==> src/rtl/iodec_pkg.sv <==
package iodec_pkg;

   // Peripheral order on the strobe bus; the index is the select field value.
   typedef enum logic [2:0] {
      PER_LED_COL   = 3'd0,
      PER_SCAN_SINK = 3'd1,
      PER_DAC       = 3'd2,
      PER_TRIG_B    = 3'd3,
      PER_TRIG_A    = 3'd4,
      PER_MISC      = 3'd5,
      PER_SH_MUX    = 3'd6,
      PER_TIMER     = 3'd7
   } periph_e;

   localparam int unsigned DEF_ADDR_W  = 8;
   localparam int unsigned DEF_SEL_LSB = 2;
   localparam int unsigned DEF_SEL_W   = 3;
   localparam int unsigned DEF_EN_BIT  = 7;
   localparam int unsigned DEF_SUB_W   = 2;

   // Nonzero when the field [lsb +: w] fits inside a bus of width bus_w.
   function automatic bit field_fits(int unsigned lsb, int unsigned w, int unsigned bus_w);
      return (w > 0) && ((lsb + w) <= bus_w);
   endfunction

endpackage

==> src/rtl/iodec_qualify.sv <==
module iodec_qualify
   import iodec_pkg::*;
#(
   parameter int unsigned ADDR_W   = DEF_ADDR_W,
   parameter int unsigned EN_BIT   = DEF_EN_BIT,
   parameter bit          EN_LEVEL = 1'b1
) (
   input  logic [ADDR_W-1:0] addr,
   input  logic              m1_n,
   input  logic              iorq_n,
   output logic              cycle_ok
);

   logic fetch_act;
   logic fetch_block_n;
   logic en_hit;
   logic io_act;
   logic unused_addr;

   // M1 is inverted and then used as an active-low enable:
   // a fetch (m1_n = 0) drives fetch_block_n low and kills the decode.
   assign fetch_act     = ~m1_n;
   assign fetch_block_n = ~fetch_act;
   assign en_hit        = (addr[EN_BIT] == EN_LEVEL);
   assign io_act        = ~iorq_n;
   assign cycle_ok      = io_act & fetch_block_n & en_hit;

   assign unused_addr   = ^addr;

endmodule

==> src/rtl/iodec_onehot.sv <==
module iodec_onehot
   import iodec_pkg::*;
#(
   parameter int unsigned SEL_W        = DEF_SEL_W,
   parameter logic [(1<<SEL_W)-1:0] WR_ONLY_MASK = '1
) (
   input  logic [SEL_W-1:0]      idx,
   input  logic                  en,
   input  logic                  wr_n,
   output logic [(1<<SEL_W)-1:0] sel_n_d
);

   localparam int unsigned NUM_SEL = 1 << SEL_W;

   genvar g;
   generate
      for (g = 0; g < NUM_SEL; g++) begin : g_out
         logic hit;
         assign hit = en && (idx == SEL_W'(g));
         if (WR_ONLY_MASK[g]) begin : g_wr_only
            assign sel_n_d[g] = ~(hit & ~wr_n);
         end else begin : g_rd_wr
            assign sel_n_d[g] = ~hit;
         end
      end
   endgenerate

endmodule

==> src/rtl/iodec_stage.sv <==
module iodec_stage #(
   parameter int unsigned W       = 10,
   parameter bit          OUT_REG = 1'b1,
   parameter logic [W-1:0] RST_VAL = '0
) (
   input  logic         clk,
   input  logic         rst_n,
   input  logic [W-1:0] d,
   output logic [W-1:0] q
);

   generate
      if (OUT_REG) begin : g_reg
         always_ff @(posedge clk or negedge rst_n) begin
            if (!rst_n) q <= RST_VAL;
            else        q <= d;
         end
      end else begin : g_pass
         logic unused_clk;
         assign unused_clk = clk ^ rst_n;
         assign q = d;
      end
   endgenerate

endmodule

==> src/rtl/iodec_strobe.sv <==
module iodec_strobe
   import iodec_pkg::*;
#(
   parameter int unsigned ADDR_W   = DEF_ADDR_W,
   parameter int unsigned SEL_LSB  = DEF_SEL_LSB,
   parameter int unsigned SEL_W    = DEF_SEL_W,
   parameter int unsigned EN_BIT   = DEF_EN_BIT,
   parameter bit          EN_LEVEL = 1'b1,
   parameter int unsigned SUB_W    = DEF_SUB_W,
   parameter logic [(1<<SEL_W)-1:0] WR_ONLY_MASK = 8'h7F,
   parameter bit          OUT_REG  = 1'b1
) (
   input  logic                  clk,
   input  logic                  rst_n,
   input  logic [ADDR_W-1:0]     addr,
   input  logic                  m1_n,
   input  logic                  iorq_n,
   input  logic                  wr_n,
   output logic [(1<<SEL_W)-1:0] sel_n,
   output logic [SUB_W-1:0]      timer_a
);

   localparam int unsigned NUM_SEL = 1 << SEL_W;
   localparam int unsigned OUT_W   = NUM_SEL + SUB_W;
   localparam logic [OUT_W-1:0] OUT_RST = {{SUB_W{1'b0}}, {NUM_SEL{1'b1}}};

   // Elaboration-time parameter checks
   generate
      if (!field_fits(SEL_LSB, SEL_W, ADDR_W)) begin : g_bad_sel
         $error("select field does not fit the address bus");
      end
      if (EN_BIT >= ADDR_W) begin : g_bad_en
         $error("enable bit outside the address bus");
      end
      if ((EN_BIT >= SEL_LSB) && (EN_BIT < SEL_LSB + SEL_W)) begin : g_en_overlap
         $error("enable bit overlaps the select field");
      end
      if (SUB_W > SEL_LSB) begin : g_bad_sub
         $error("timer sub-address overlaps the select field");
      end
   endgenerate

   logic                 cycle_ok;
   logic [SEL_W-1:0]     sel_idx;
   logic [NUM_SEL-1:0]   sel_n_d;
   logic [OUT_W-1:0]     stage_d;
   logic [OUT_W-1:0]     stage_q;

   iodec_qualify #(
      .ADDR_W   (ADDR_W),
      .EN_BIT   (EN_BIT),
      .EN_LEVEL (EN_LEVEL)
   ) qual_i (
      .addr     (addr),
      .m1_n     (m1_n),
      .iorq_n   (iorq_n),
      .cycle_ok (cycle_ok)
   );

   assign sel_idx = addr[SEL_LSB +: SEL_W];

   iodec_onehot #(
      .SEL_W        (SEL_W),
      .WR_ONLY_MASK (WR_ONLY_MASK)
   ) dec_i (
      .idx     (sel_idx),
      .en      (cycle_ok),
      .wr_n    (wr_n),
      .sel_n_d (sel_n_d)
   );

   assign stage_d = {addr[SUB_W-1:0], sel_n_d};

   iodec_stage #(
      .W       (OUT_W),
      .OUT_REG (OUT_REG),
      .RST_VAL (OUT_RST)
   ) stage_i (
      .clk   (clk),
      .rst_n (rst_n),
      .d     (stage_d),
      .q     (stage_q)
   );

   assign sel_n   = stage_q[NUM_SEL-1:0];
   assign timer_a = stage_q[OUT_W-1:NUM_SEL];

   // Assertions on the registered variant, checked against the bus inputs
   generate
      if (OUT_REG) begin : g_chk
         p_one_low_r4: assert property (@(posedge clk) disable iff (!rst_n)
            $countones(~sel_n) <= 1)
            else $error("more than one strobe low");

         p_no_io_r4: assert property (@(posedge clk) disable iff (!rst_n)
            ($past(rst_n) && $past(iorq_n)) |-> (&sel_n))
            else $error("strobe without I/O request");

         p_fetch_block_r3: assert property (@(posedge clk) disable iff (!rst_n)
            ($past(rst_n) && !$past(m1_n)) |-> (&sel_n))
            else $error("strobe during opcode fetch");

         p_enable_bit_r2: assert property (@(posedge clk) disable iff (!rst_n)
            ($past(rst_n) && ($past(addr[EN_BIT]) != EN_LEVEL)) |-> (&sel_n))
            else $error("strobe with enable bit clear");

         p_index_hit_r1: assert property (@(posedge clk) disable iff (!rst_n)
            ($past(rst_n) && !$past(iorq_n) && $past(m1_n) && !$past(wr_n)
             && ($past(addr[EN_BIT]) == EN_LEVEL))
            |-> !sel_n[$past(addr[SEL_LSB +: SEL_W])])
            else $error("addressed strobe not asserted");

         p_timer_pass_r7: assert property (@(posedge clk) disable iff (!rst_n)
            $past(rst_n) |-> (timer_a == $past(addr[SUB_W-1:0])))
            else $error("timer sub-address mismatch");
      end
   endgenerate

endmodule

==> config.mk <==
export PLATFORM = sky130hd
export DESIGN_NAME = iodec_strobe
export DESIGN_NICKNAME = d
export VERILOG_FILES = /design/src/rtl/iodec_pkg.sv /design/src/rtl/iodec_qualify.sv /design/src/rtl/iodec_onehot.sv /design/src/rtl/iodec_stage.sv /design/src/rtl/iodec_strobe.sv
export SDC_FILE = /design/constraint.sdc
export NUM_CORES = 1
export LEC_CHECK = 0
export BUFFER_PORTS_ARGS = -buffer_cell sky130_fd_sc_hd__buf_2
export CAP_MARGIN = 10
export CORE_AREA = 2 2 39 41
export DETAILED_ROUTE_END_ITERATION = 8
export DIE_AREA = 0 0 41 43
export PLACE_DENSITY_LB_ADDON = 0.05
export SLEW_MARGIN = 10
export SYNTH_ARGS = -nofsm -noshare
export SYNTH_HDL_FRONTEND = slang
export SYNTH_HIERARCHICAL = 1
export SYNTH_SLANG_ARGS = --single-unit
==> constraint.sdc <==
create_clock -name clk -period 0.8 [get_ports clk]
set_input_delay 0.04 -clock clk [delete_from_list [all_inputs] [get_ports clk]]
set_output_delay 0.04 -clock clk [all_outputs]
set_load 0.01 [all_outputs]
* Word level (Yosys, flattened, before mapping) *
Index checks and enable logic that the tools add are counted.

storage, ports and cells
  bits in registers = 10
  logic and storage cells = 36
  output and inout port bits = 10
  input bits = 13

cells by class
  reduce and logical (&&, ||, !) cells = 9
  bitwise logic cells = 19
  equality and inequality tests = 7

operator list
  operator                                        number
  == test 3 bit (second input constant)           4
  inverter 1 bit                                  10
  bitwise AND 1 bit                               9
  logical AND 1 bit                               8
  == test 3 x 2 -> 1 bit (second input constant)  2
  == test 3 x 1 -> 1 bit (second input constant)  1
  zero test 3 bit                                 1

* Logic depth before layout (Yosys ltp) *
Gate-level depths: netlist of the first run.

  depth in word-level cells = 6
  depth in mapped cells = 3
  gate-level depth less buffers = 3

* Hierarchy *
The synthesis of the first run kept the hierarchy.

by module, submodules not included
  module         area an instance (µm²)  instances  seq. area each (µm²)  cells an instance
  iodec_stage    260.2                   1          260.2                 10
  iodec_onehot   75.1                    1          0.0                   13
  iodec_qualify  8.8                     1          0.0                   1

* Least setup slack after synthesis of the first run *
OpenSTA, ideal clock, no wires.

  path type = input to register
  from = input port iorq_n
  to = register stage_i.q[0]
  required time = 0.715 ns
  buffers on the path = 0
  data arrival time = 0.523 ns
  cell stages on the path = 3
  path slack = 0.192 ns
  setup time = 0.085 ns
  cell sequence = and3b_1 > nor3b_2 > nand2_1

between the ends
  word-level cells in the longest chain between the ends = 6

RTL lines
  item                             line                 RTL
  start: declaration               iodec_strobe.sv:17   input logic iorq_n,
  inverter 1 bit                   iodec_qualify.sv:25  assign io_act = ~iorq_n;
  bitwise AND 1 bit (2 in series)  iodec_qualify.sv:26  assign cycle_ok = io_act & fetch_block_n & en_hit;
  logical AND 1 bit                iodec_onehot.sv:19   assign hit = en && (idx == SEL_W'(g));
  bitwise AND 1 bit                iodec_onehot.sv:21   assign sel_n_d[g] = ~(hit & ~wr_n);
  inverter 1 bit                   iodec_onehot.sv:21
  via sel_n_d[0]                   iodec_strobe.sv:45   logic [NUM_SEL-1:0] sel_n_d;
  end signal: assignment           iodec_stage.sv:15    if (!rst_n) q <= RST_VAL;
  end signal: assignment           iodec_stage.sv:16    else q <= d;
  end: declaration                 iodec_stage.sv:9     output logic [W-1:0] q

The timed path passes the listed nets, and every way through them passes these cells.

* Final worst setup path of the first run *
  from = register stage_i.q[6]
  to = output port sel_n[6]

RTL lines
  item              line                RTL
  end: declaration  iodec_strobe.sv:19  output logic [(1<<SEL_W)-1:0] sel_n,

No word-level cell between the ends.

==> flow_summary.ini, run 1 <==
[cells_and_area]
drive_above_1_share_pct = 60.0
reg_top3 = stage_i/q x10
regMostFlops = stage_i/q
syn2layout_area_growth_pct = 84.0
largest_reg_flops = 10
nets = 69
seqCellArea_um2 = 260
insertedDiodeCount = 0
multi_input_area_um2 = 83.8
fillers = 134

[timing]
fin_crit_sh_pct = 114
fin_ws_ps = -115
drv_slew = 0
setup_viol = 8
fin_crit_ps = 915
hold_viol_final = 0
rsz0062_at_grt = true
slew_headroom_pct = 81.9
worstMarginPinSlew_ps = 270
fmax_mhz = 1090
fin_tns_setup_ps = -889

[worst_setup_path]
critPathKind = flip-flop to primary output
cp-end-kind = primary output
slowest_stage = dfstp_2
path_delay_family = flip-flops
critPathMaxStageDelay_ps = 530
setup.worst_path.start_class = flip-flop
cp_max_fo = 1
required_ps = 760
path_buf_inv = 1
critical_path.cell_chain = buf_6
arrival_ps = 870

[floorplan]
io_pins = 23
fp.coreArea_um2 = 1380
rows = 14
die_w_um = 41
die-area_um2 = 1760
initial_utilization_pct = 24.9
die_h_um = 43

[clock_network]
cts_tree = built
cts_sinks = 10
cts_max_level = 1
clk_path_buf_depth = 2
root_buffer = clkbuf_4
clk_pin_slew_ps = 60
cts_buffers = 3
post-cts-setup-buffers = 0

[yosys]
seq_area_frac_synth_pct = 75.6
synthCells = 24
synth_common_cells = 8 x dfstp_2, 6 x nand2_1, 3 x and3b_1, 2 x dfrtp_1, 2 x nand4_1
synth_edf_count = 0
synth.cell_area_um2 = 344
synth.top_cell.area_share_pct = 61.1
yosys.area.top_type = dfstp_2
async_flop_share_pct = 100
synth.avg_cell_area_um2 = 14.3
synth_seq_cells = 10
synthesis.nets = 37
synth_area_leaders = dfstp_2 61%, dfrtp_1 15%, and3b_1 7.6%
synth_ff_type = dfstp_2
yosys_warnings = 6
synthMostInstantiatedCell = dfstp_2
synth_cell_types = 8

[pwr]
power_density_nw_per_um2 = 1670
power_w = 0.00106
switchingPower_w = 0.000203
p_sw_share_pct = 19.2
p_leak_nw = 0.286
clkPwrFrac_pct = 41.2
peakVddDrop_uv = 699
p_int_w = 0.000853
pwr-share-comb_pct = 9.5
p_seq_share_pct = 49.3

[grt]
grt_pass1_vias = 278
antenna_found_initial = 0
overflow = 0
grt_max_degree = 11
gr-usage-all-layers_pct = 9.98
grt_pass1_wl_mm = 1.12

[outcome]
outcome = finished, violations left
failed_checks = negative setup slack

[drt]
dr.pass1.iters = 2
wirelength_um = 667
vias = 282
drc_errors = 0
wl_per_cell_um = 9.39
drt_iter0_markers = 2
ant_nets = 0
vias_per_cell = 3.97

[placement]
io_buffers = 20
gp_congestion = 0.683

[worst_hold_path]
hp-class = input pin to flip-flop

[flow_run]
maxCapViolations = 0
[power by group through the flow]
stage	registers (W)	clock network, W	logic [W]
6_report	0.000521	0.000435	0.000100
5_1_grt	0.000521	0.000477	0.000113
4_1_cts	0.000520	0.000453	0.0000956
3_5_place_dp	0.000527	0	0.0000669
3_3_place_gp	0.000526	0	0.0000650
2_1_floorplan	0.000531	0	0.0000139
[routing by layer]
| metal | global-route usage [%] | vias to the layer above | share of wire, % |
|---|---|---|---|
| li1 | - | 143 | - |
| met1 | 11.8 | 121 | 38 |
| met2 | 14.1 | 16 | 51 |
| met3 | 1.57 | 2 | 8.5 |
| met4 | 10.0 | 0 | 2.8 |
| met5 | 0 | - | 0 |
[logic make-up (layout without fill, tap and decap cells)]
| logic type | Yosys count | count (layout) | share of synthesized area, % |
|---|---|---|---|
| buf+inv | 0 | 31 | 0 |
| flops | 10 | 10 | 75.6 |
| simple gates | 14 | 14 | 24.4 |
[repair_timing]
| action | in CTS | in global routing |
|---|---|---|
| hold buffers | 7 | 0 |
| hold endpoints to repair | 14 | 0 |
| gates resized for setup | 8 | 2 |
| setup endpoints to repair | 10 | 10 |
[through the flow]
stage	hold slack (ps)	utilization [%]	cell area (um^2)	worst slack, ps	std cells
finish	14.1	45.8	633	-115	71
global route	21.0	45.8	633	-145	71
global placement	-101	33.5	464	44.5	60
floorplan	-256	-	344	192	24
detailed placement	-95.6	33.5	464	38.8	60
CTS	5.52	44.8	621	-129	71
[final timing paths]
kind,startpoint,to,slack (ps),cells after the start
setup / recovery,stage_i/q[6]$_DFF_PN1_,sel_n[6],-110,1
min in group asynchronous,rst_n,stage_i/q[8]$_DFF_PN0_,160,2
hold / removal,addr[3],stage_i/q[7]$_DFF_PN1_,10,2
max in group asynchronous,rst_n,stage_i/q[4]$_DFF_PN1_,390,2
[layout by cell type, fill, tap and decap left out]
cell,count
nor2_1,1
nand2_1,6
nor2b_1,1
nor3b_2,1
dlygate4sd3_1,7
buf_2,10
clkbuf_4,3
and3b_1,3
clkbuf_8,1
nand4_1,2
dfrtp_1,2
buf_6,10
dfstp_2,8
[final cells by class]
class	count	share of cell area, %
flip-flops and latches	10	41.1
well taps	16	3.16
repair buffers	27	36.8
multi-input cells	14	13.2
clock buffers	4	5.73
Note: power is estimated with default switching activity, not from simulation.
==> run 2, diff against run 1 <==
--- a/config.mk
+++ b/config.mk
@@ -10,7 +10,7 @@
 export CORE_AREA = 2 2 39 41
 export DETAILED_ROUTE_END_ITERATION = 8
 export DIE_AREA = 0 0 41 43
-export PLACE_DENSITY_LB_ADDON = 0.05
+export PLACE_DENSITY_LB_ADDON = 0.25
 export SLEW_MARGIN = 10
 export SYNTH_ARGS = -nofsm -noshare
 export SYNTH_HDL_FRONTEND = slang
==> flow_summary.ini, run 2 (synthesis gave the netlist of run 1 again) <==
[drt]
drc_errors = 0
vias = 287
wl_per_cell_um = 9.40
highest_layer = met3
dr_wl_met2_um = 342
wl_met3_um = 46
drt_iter0_markers = 1
wirelength_um = 639
vias_per_cell = 4.22
wl_met1_um = 250
dr.pass1.iters = 2
ant_nets = 0

[worst_setup_path]
critical_path.cell_chain = buf_6
setup.worst_path.start_class = flip-flop
arrival_ps = 880
slowest_stage = dfstp_2
cp_max_fo = 1
path_depth = 1
required_ps = 760
path_buf_inv = 1
critPathMaxStageDelay_ps = 530
path_delay_family = flip-flops
cp-end-kind = primary output
critPathKind = flip-flop to primary output

[placement]
io_buffers = 20
dp_worst_setup_slack_ps = 22.5
gp_congestion = 0.630
dpl-instance-area_um2 = 464
place_hpwl_um = 497

[pwr]
pwr-share-comb_pct = 8.1
p_leak_nw = 0.270
p_sw_share_pct = 18.8
p_int_w = 0.000838
peakVddDrop_uv = 562
p_seq_share_pct = 50.4
switchingPower_w = 0.000194
power_density_nw_per_um2 = 1750
clkPwrFrac_pct = 41.5

[floorplan]
die-area_um2 = 1760
fp.coreArea_um2 = 1380
die_w_um = 41
die_h_um = 43
initial_utilization_pct = 24.9
rows = 14
io_pins = 23

[timing]
drv_slew = 0
fin_crit_sh_pct = 115
fmax_mhz = 1090
worstMarginPinSlew_ps = 285
fin_crit_ps = 919
hold_viol_final = 0
setup_viol = 8
rsz0062_at_grt = true
slew_headroom_pct = 80.9
fin_ws_ps = -119

[cells_and_area]
layout_commonest_cell = buf_2
drive_above_1_share_pct = 63.5
regMostFlops = stage_i/q
layout_common_cells = 12 x buf_2, 8 x buf_6, 8 x dfstp_2
nets = 66
multi_input_area_um2 = 83.8
fillers = 146
syn2layout_area_growth_pct = 71.6
largest_reg_flops = 10
seqCellArea_um2 = 260
reg_top3 = stage_i/q x10
postLayoutCellArea_um2 = 591
insertedDiodeCount = 0

[worst_hold_path]
hp-class = input pin to flip-flop
holdPathStages = 3

[grt]
grt_max_degree = 11
grt_pass1_vias = 257
overflow = 0
antenna_found_initial = 0
grt_pass1_wl_mm = 1.03
gr-usage-all-layers_pct = 9.06

[flow_run]
maxCapViolations = 0

[clock_network]
clk_path_buf_depth = 2
cts_buffers = 3
clk_pin_slew_ps = 60
post-cts-setup-buffers = 0
cts_max_level = 1
root_buffer = clkbuf_4
cts_tree = built
cts_sinks = 10

[outcome]
failed_checks = negative setup slack
outcome = finished, violations left
==> run 2: final timing paths <==
path / endpoint / from
max in group asynchronous: stage_i/q[4]$_DFF_PN1_ / rst_n
min in group asynchronous: stage_i/q[9]$_DFF_PN0_ / rst_n
setup / recovery: sel_n[1] / stage_i/q[1]$_DFF_PN1_
hold / removal: stage_i/q[1]$_DFF_PN1_ / wr_n
==> run 2: what timing repair did <==
action                                  CTS  global route
resized for setup                         8             0
hold buffers                              4             0
endpoints found under the setup margin    9            10
hold endpoints to repair                 13             0
==> run 2: stage by stage <==
step                hold slack, ps  total power (W)  utilization, %  setup TNS (ps)  cells
CTS                           12.4          0.00105            42.7            -960     68
global route                  34.9          0.00109            42.7           -1160     68
floorplan                     -256         0.000545               -               0     24
detailed placement           -95.8         0.000594            33.5               0     60
finish                        19.7          0.00103            42.7            -873     68
global placement             -99.5         0.000592            33.5               0     60
==> run 2: power by group through the flow <==
stage          sequential (W)  combinational, W  clock, W
5_1_grt              0.000520         0.0000931  0.000477
6_report             0.000519         0.0000836  0.000428
3_5_place_dp         0.000527         0.0000673         0
4_1_cts              0.000520         0.0000849  0.000445
3_3_place_gp         0.000526         0.0000663         0
2_1_floorplan        0.000531         0.0000139         0
==> run 2: per-layer routing <==
metal | vias to the layer above | GRT usage, %
met5 | - | 0
met4 | 0 | 8.00
met2 | 15 | 12.5
met1 | 134 | 11.4
met3 | 0 | 1.57
li1 | 138 | -
==> run 2: cell type report <==
class	instances	share of cell area [%]
sequential	10	44.1
timing repair buffer	24	32.2
multi-input combinational	14	14.2
clock buffer	4	6.14
tap	16	3.39
